File: src/rtl/sense_log_pkg.sv
package sense_log_pkg;
  typedef enum logic [2:0] {
    ST_IDLE,
    ST_ACQ,
    ST_CMP,
    ST_STORE,
    ST_FIN
  } job_st_t;
endpackage

File: src/rtl/sample_capture.sv
module sample_capture #(
  parameter int SAMPLE_W = 10
) (
  input  logic                clk,
  input  logic                rst_n,
  input  logic                arm,
  input  logic                conv_done,
  input  logic [SAMPLE_W-1:0] conv_data,
  output logic                grabbed,
  output logic [SAMPLE_W-1:0] sample
);
  // a done indication only counts while the converter is powered (armed)
  assign grabbed = arm & conv_done;

  always_ff @(posedge clk or negedge rst_n) begin
    if (!rst_n)       sample <= '0;
    else if (grabbed) sample <= conv_data;
  end

  // sample register never moves without an armed done
  assert_no_stray_capture_R11: assert property (@(posedge clk) disable iff (!rst_n)
    !arm |=> $stable(sample));
endmodule

File: src/rtl/threshold_cmp.sv
module threshold_cmp #(
  parameter int SAMPLE_W = 10
) (
  input  logic                clk,
  input  logic                rst_n,
  input  logic                load,
  input  logic [SAMPLE_W-1:0] thr_in,
  input  logic [SAMPLE_W-1:0] sample,
  output logic                pass
);
  logic [SAMPLE_W-1:0] thr_q;

  always_ff @(posedge clk or negedge rst_n) begin
    if (!rst_n)    thr_q <= '0;
    else if (load) thr_q <= thr_in;
  end

  // unsigned at-or-above test
  assign pass = (sample >= thr_q);
endmodule

File: src/rtl/addr_advance.sv
module addr_advance #(
  parameter int ADDR_W = 8
) (
  input  logic              clk,
  input  logic              rst_n,
  input  logic              clr,
  input  logic              step,
  output logic [ADDR_W-1:0] addr,
  output logic              wrapped
);
  localparam logic [ADDR_W-1:0] TOP = {ADDR_W{1'b1}};

  logic [ADDR_W-1:0] next_addr;
  assign next_addr = addr + 1'b1;

  always_ff @(posedge clk or negedge rst_n) begin
    if (!rst_n) begin
      addr    <= '0;
      wrapped <= 1'b0;
    end else if (clr) begin
      addr <= '0;
    end else if (step) begin
      addr <= next_addr;
      if (addr == TOP) wrapped <= 1'b1;
    end
  end

  // every write advances the pointer by one (modulo the address space)
  assert_addr_step_R7: assert property (@(posedge clk) disable iff (!rst_n)
    (step && !clr) |=> addr == ADDR_W'($past(addr) + 1'b1));
  // wrap indicator is sticky
  assert_wrap_sticky_R9: assert property (@(posedge clk) disable iff (!rst_n)
    wrapped |=> wrapped);
endmodule

File: src/rtl/sense_log_path.sv
module sense_log_path
  import sense_log_pkg::*;
#(
  parameter int SAMPLE_W = 10,
  parameter int ADDR_W   = 8
) (
  input  logic                clk,
  input  logic                rst_n,
  input  logic                job_valid,
  output logic                job_ready,
  input  logic [SAMPLE_W-1:0] job_thresh,
  input  logic                job_clr_addr,
  output logic                adc_pwr,
  input  logic                adc_done,
  input  logic [SAMPLE_W-1:0] adc_data,
  output logic                mem_we,
  output logic [ADDR_W-1:0]   mem_addr,
  output logic [SAMPLE_W-1:0] mem_wdata,
  output logic                job_done,
  output logic                job_logged,
  output logic                wrap_flag
);
  job_st_t st_q, st_d;
  logic    take, grabbed, pass, logged_q;
  logic [SAMPLE_W-1:0] sample;

  assign job_ready = (st_q == ST_IDLE);
  assign take      = job_valid & job_ready;
  assign adc_pwr   = (st_q == ST_ACQ);
  assign mem_we    = (st_q == ST_STORE);
  assign mem_wdata = sample;
  assign job_done  = (st_q == ST_FIN);
  assign job_logged = job_done & logged_q;

  sample_capture #(.SAMPLE_W(SAMPLE_W)) u_cap (
    .clk(clk), .rst_n(rst_n), .arm(adc_pwr), .conv_done(adc_done),
    .conv_data(adc_data), .grabbed(grabbed), .sample(sample)
  );

  threshold_cmp #(.SAMPLE_W(SAMPLE_W)) u_cmp (
    .clk(clk), .rst_n(rst_n), .load(take), .thr_in(job_thresh),
    .sample(sample), .pass(pass)
  );

  addr_advance #(.ADDR_W(ADDR_W)) u_ptr (
    .clk(clk), .rst_n(rst_n), .clr(take & job_clr_addr), .step(mem_we),
    .addr(mem_addr), .wrapped(wrap_flag)
  );

  always_comb begin
    st_d = st_q;
    unique case (st_q)
      ST_IDLE:  if (take)    st_d = ST_ACQ;
      ST_ACQ:   if (grabbed) st_d = ST_CMP;
      ST_CMP:   st_d = pass ? ST_STORE : ST_FIN;
      ST_STORE: st_d = ST_FIN;
      ST_FIN:   st_d = ST_IDLE;
      default:  st_d = ST_IDLE;
    endcase
  end

  always_ff @(posedge clk or negedge rst_n) begin
    if (!rst_n) begin
      st_q     <= ST_IDLE;
      logged_q <= 1'b0;
    end else begin
      st_q <= st_d;
      if (take)        logged_q <= 1'b0;
      else if (mem_we) logged_q <= 1'b1;
    end
  end

  // converter power drops right after the capture
  assert_pwr_drop_R3: assert property (@(posedge clk) disable iff (!rst_n)
    grabbed |=> !adc_pwr);
  // failed comparison never writes
  assert_skip_no_write_R6: assert property (@(posedge clk) disable iff (!rst_n)
    (st_q == ST_CMP && !pass) |=> !mem_we);
  // completion is a single-cycle pulse
  assert_done_pulse_R10: assert property (@(posedge clk) disable iff (!rst_n)
    job_done |=> !job_done);
  // a write lasts one cycle and is followed by completion
  assert_write_once_R5: assert property (@(posedge clk) disable iff (!rst_n)
    mem_we |=> (!mem_we && job_done && job_logged));
  // while ready, nothing else is active
  assert_ready_idle_R2: assert property (@(posedge clk) disable iff (!rst_n)
    job_ready |-> (!adc_pwr && !mem_we && !job_done));
endmodule

File: config.mk
export PLATFORM = sky130hd
export DESIGN_NAME = sense_log_path
export DESIGN_NICKNAME = d
export VERILOG_FILES = /design/src/rtl/sense_log_pkg.sv /design/src/rtl/sample_capture.sv /design/src/rtl/threshold_cmp.sv /design/src/rtl/addr_advance.sv /design/src/rtl/sense_log_path.sv
export SDC_FILE = /design/constraint.sdc
export NUM_CORES = 1
export LEC_CHECK = 0
export ABC_AREA = 1
export BUFFER_PORTS_ARGS = -buffer_cell sky130_fd_sc_hd__clkbuf_2
export CAP_MARGIN = 20
export CORE_ASPECT_RATIO = 0.6
export CORE_MARGIN = 4
export CORE_UTILIZATION = 46
export DETAILED_ROUTE_END_ITERATION = 10
export PLACE_DENSITY = 0.75
export SLEW_MARGIN = 15
export SYNTH_ARGS = -nofsm -noshare
export SYNTH_HDL_FRONTEND = slang
export SYNTH_SLANG_ARGS = --single-unit
export TNS_END_PERCENT = 1
File: constraint.sdc
create_clock -name clk -period 1.2 [get_ports clk]
set_clock_uncertainty 0.05 [all_clocks]
set_input_delay 0.06 -clock clk [delete_from_list [all_inputs] [get_ports clk]]
set_output_delay 0.06 -clock clk [all_outputs]
set_load 0.02 [all_outputs]
* Word-level counts from Yosys, hierarchy flattened
Index checks and enable logic that the tools add are counted.
** Storage, ports and cells
- Bits in registers :: 33
- Input bits :: 25
** Cells by class
- Bitwise gates (word level) :: 5
- $lt $le $gt $ge :: 1
- Add/subtract/negate cells :: 1
- Equal/unequal tests :: 7
- Multiplexer cells :: 8
- Reductions and logical operators :: 5
** Operators by type and width (number)
- 2-to-1 mux 8 bit :: 2
- one-hot mux 3 bit (4 select lines) :: 1
- greater-or-equal comparator 10 bit :: 1
- 2-to-1 mux 3 bit :: 3
- adder 8 x 1 -> 8 bit (second input constant) :: 1
- equality test 8 bit (second input constant) :: 1
- equality test 3 x 2 -> 1 bit (second input constant) :: 2
- AND 1 bit :: 4
- nonzero test 2 bit :: 2
- equality test 3 x 1 -> 1 bit (second input constant) :: 1
- equality test 3 bit (second input constant) :: 1
- zero test 3 bit :: 1
- AND reduction 3 bit :: 1
- 2-to-1 mux 1 bit :: 2
- != test 2 x 1 -> 1 bit (second input constant) :: 1
- != test 2 bit (second input constant) :: 1
- AND reduction 2 bit :: 1
- inverter 1 bit :: 1

* Logic depth before layout (Yosys ltp)
- Depth in word-level cells :: 5
- Mapped depth :: 10

* Cells and area by module
A second synthesis with hierarchy kept.
** Second synthesis, totals
- Cells, all modules :: 219
- Area total of the unflattened synthesis :: 1773.0 um^2
** Modules (own cells, without submodules)
- threshold_cmp :: area an instance 635.6 um^2, sequential area each 250.2 um^2, cells each 77, instances 1
- addr_advance :: area an instance 480.5 um^2, sequential area each 225.2 um^2, cells each 60, instances 1
- sample_capture :: area an instance 409.1 um^2, sequential area each 250.2 um^2, cells each 45, instances 1
- sense_log_path :: area an instance 247.7 um^2, sequential area each 100.1 um^2, cells each 37, instances 1

* Worst setup path after synthesis
Ideal clock, no wire load.
- Path type :: reg-to-reg
- From :: register u_cap.sample[9]
- To :: register st_q[0]
- Stages on the path, launching flop included :: 7
- Slack :: -0.227 ns
- Data arrival time :: 1.252 ns
- Cells stage by stage :: dfrtp_1 ha_1 a21o_1 nor2_1 nand3_1 nand2_1 nand3_1
** On the way
- Longest elaborated chain between the ends :: 3
** Ends and longest elaborated chain
- start, declared :: line sample_capture.sv:10 : output logic [SAMPLE_W-1:0] sample
- start signal, assigned :: line sample_capture.sv:17 : else if (grabbed) sample <= conv_data;
- greater-or-equal comparator 10 bit :: line threshold_cmp.sv:19 : assign pass = (sample >= thr_q);
- 2-to-1 mux 3 bit :: line sense_log_path.sv:55 : ST_CMP: st_d = pass ? ST_STORE : ST_FIN;
- one-hot mux 3 bit (4 select lines) :: line sense_log_path.sv:52 : unique case (st_q)
- end signal, assigned :: line sense_log_path.sv:67 : st_q <= st_d;
- end, declared :: line sense_log_path.sv:23 : job_st_t st_q, st_d;
Every way passes these cells.
A chain may end at the register's enable or synchronous reset.

* Worst setup path in the final report
- From :: register u_cap.sample[7]
- To :: register st_q[1]
Same word-level chain as after synthesis.

==> flow_metrics.tcl <==
set metrics [dict create \
    status "finished, violations left" \
    violations "setup timing" \
    die_h_um 55.49 \
    cp-end-kind "flop" \
    r2r_slack_ns -0.33 \
    root_buffer "clkbuf_8" \
    vias 1750 \
    clock_sinks 33 \
    path_max_fanout 2 \
    power.density_nw_per_um2 2589 \
    grt_first_pass_wirelength_um 8024 \
    cts_max_level 2 \
    numCtsBuffers 5 \
    ys_warn_count 0 \
    gp_congestion 0.7666 \
    final_hold_viol_count 0 \
    worstSkewPairLatency_ns 0.30 \
    netlist_instances 180 \
    nets 337 \
    dp_hpwl_um 3168 \
    leakage_nw 1.532 \
    syn_area_um2 1729 \
    first_iter_violations 138 \
    swShare 0.4230 \
    cts_max_path_buffers 2 \
    placed_cells 312 \
    cp_data_arrival_time_ns 1.70 \
    p_clk_frac 0.122 \
    drc_errors 0 \
    ys_types 25 \
    worstSetupStartpoint "u_cap.sample[7]" \
    seqPwrFrac 0.245 \
    io_pins 49 \
    cts.clk_slew.worst_paths_ns 0.07 \
    timing.rr.start "u_cap.sample[7]" \
    cp.required_ns 1.37 \
    die_x_um 87.15 \
    p_comb_frac 0.633 \
    stdcell_count 347 \
    fin_crit_sh 1.276 \
    worst-r2r-cell-count 7 \
    r2r_end "st_q[1]" \
    synth.avg_cell_area_um2 9.606 \
    rsz0062_at_grt "true" \
    setup_viol 40 \
    tns_ns -5.730 \
    setup_ws_ns -0.3313 \
    grt_pass1_vias 1707 \
    cts_tree "built" \
    portBuffers 48 \
    areaGrowthSynthToFinish_pct 71.20 \
    detail_route.vias_per_cell 5.043 \
    maxSlewHeadroom 0.7174 \
    antenna_found_initial 0 \
    dp_slack_ns -0.2222 \
    ir_worst_vdd_v 0.001732 \
    ys_seq_area_frac 0.4776 \
    crit_end "st_q[1]" \
    drtAntennaViolNets 0 \
    syn_nets 216 \
    maxCapViolCount 0 \
    dpl_cell_area_um2 2351 \
    final_util 0.8648 \
    fillerInstances 158 \
    final_cell_area_um2 2960 \
    synth_area_leaders "dfrtp_1 48%, nand2_1 8.5%, ha_1 8.0%" \
    worst_slew_pin_slew_ns 0.4239 \
    slew_violations 0 \
    synth_top_area_frac 0.4776 \
    detail_route.wl_per_cell_um 17.22 \
    ys_ff_latch 33 \
    drive_gt1_frac 0.6060 \
    coreArea_um2 3423 \
    fmax_ghz 0.6531 \
    grt_use_total 0.2146 \
    grt_overflow 0 \
    dr.pass1.iters 4 \
    die_area_um2 4836 \
    min_path_type "in2reg" \
    finalCriticalPeriod_ns 1.531 \
    routed_wirelength_um 5975 \
    initial_core_util 0.5051 \
    rows 16 \
    worst-setup-path-type "reg2reg" \
    p_sw_mw 3.242 \
    antennaDiodeCount 0 \
    power.internal_mw 4.423 \
    synth_area_leader_cell "dfrtp_1" \
    startpoint_type "flop" \
    grt_max_degree 34 \
]
==> area by class of cell <==
| cell class | instances | area, um2 | share of cell area |
|---|---|---|---|
| multi-input combinational | 116 | 984.7 | 0.3326 |
| sequential | 33 | 830.8 | 0.2806 |
| timing repair buffer | 117 | 872.1 | 0.2946 |
| clock buffer | 7 | 96.34 | 0.03254 |
| tap | 45 | 56.30 | 0.01902 |
| inverter | 28 | 115.1 | 0.03888 |
| clock inverter | 1 | 5.005 | 0.001691 |
==> placed cells by master, fill, tap and decap left out, drive strengths merged, types with 2 or more instances in the layout <==
cell type	n
buf	53
nand3	8
nand4	2
clkbuf	50
ha	11
dfrtp	33
nor2	12
a21oi	7
inv	28
nand2	43
nor3	5
dlygate4sd3	21
o21ai	14
mux2	9
==> through the flow <==
step | power (mW) | hold slack [ns]
2_1_floorplan | 3.869 | -0.2856
3_3_place_gp | 5.245 | 0.05920
3_5_place_dp | 5.378 | 0.05635
4_1_cts | 6.719 | 0.03956
5_1_grt | 8.069 | 0.08039
6_report | 7.665 | 0.05590
==> cell families (layout without fill, tap and decap cells) <==
family / after synthesis / in the layout / synth area share
simple gates: 73 / 73 / 0.1975
buf+inv: 31 / 153 / 0.08032
flops: 33 / 33 / 0.4776
mux: 9 / 9 / 0.07598
fa+ha+maj: 11 / 11 / 0.07959
compound gates: 23 / 23 / 0.08900
==> power by group through the flow <==
stage | logic [mW] | registers, mW | clock network [mW]
global placement | 3.46 | 1.79 | 0
detailed placement | 3.57 | 1.81 | 0
floorplan | 1.79 | 2.08 | 0
global route | 5.18 | 1.91 | 0.981
finish | 4.85 | 1.88 | 0.935
CTS | 3.98 | 1.81 | 0.933
==> worst max-delay path, cell delays in order (launching register included) <==
cell and delay, ns:
dfrtp_1 0.45, ha_4 0.31, nand2_1 0.07, nor2_2 0.16, nand3_2 0.11, nand3_4 0.11
nand2_4 0.07, a21oi_2 0.13
==> worst min-delay path by stage <==
| stage | from | to | slack, ns | cells after the start |
|---|---|---|---|---|
| after floorplan | rst_n | logged_q | -0.29 | 0 |
| after global placement | rst_n | u_cmp.thr_q[2] | 0.06 | 2 |
| after detailed placement | rst_n | u_cmp.thr_q[2] | 0.06 | 2 |
| after CTS | job_clr_addr | u_ptr.addr[5] | 0.04 | 4 |
| after global routing | job_clr_addr | u_ptr.addr[5] | 0.08 | 4 |
| final | job_clr_addr | u_ptr.addr[5] | 0.06 | 4 |
==> metal layers <==
metal,up-vias,global-route usage,share of wire
li1,818,-,-
met1,833,0.2957,0.42
met2,81,0.3157,0.46
met3,18,0.07875,0.079
met4,0,0.06127,0.034
met5,-,0,0
==> state kept, by name, indices dropped and copies added (netlist names) <==
name           flops
u_cmp.thr_q       10
u_ptr.wrapped      1
st_q               3
u_ptr.addr         8
u_cap.sample      10
logged_q           1
==> Yosys cell counts <==
| library cell | count |
|---|---|
| nand2_1 | 39 |
| dfrtp_1 | 33 |
| inv_1 | 25 |
| ha_1 | 11 |
| nor2_1 | 10 |
| o21ai_2 | 9 |
| mux2_4 | 8 |
| a21oi_1 | 7 |
| nand3_1 | 7 |
| nor3_1 | 5 |
| buf_6 | 3 |
| inv_2 | 3 |
| nand2_2 | 3 |
| o21ai_0 | 3 |
| nand4_1 | 2 |
| nor2_2 | 2 |
| o21ai_1 | 2 |
| a21o_1 | 1 |
| mux2_2 | 1 |
| nand2_4 | 1 |
| nand3_4 | 1 |
| nor3b_2 | 1 |
| nor4_1 | 1 |
| o21bai_1 | 1 |
| or2_2 | 1 |
==> repair_timing <==
item                                    4_1_cts  5_1_grt
hold endpoints to repair                     53        0
buffers inserted                              3        3
cloned                                        0        0
gates resized for setup                      34       37
endpoints found under the setup margin       37       40
hold buffers                                 21        0
pin swaps                                     7       11
(Power assumes the default switching activity.)
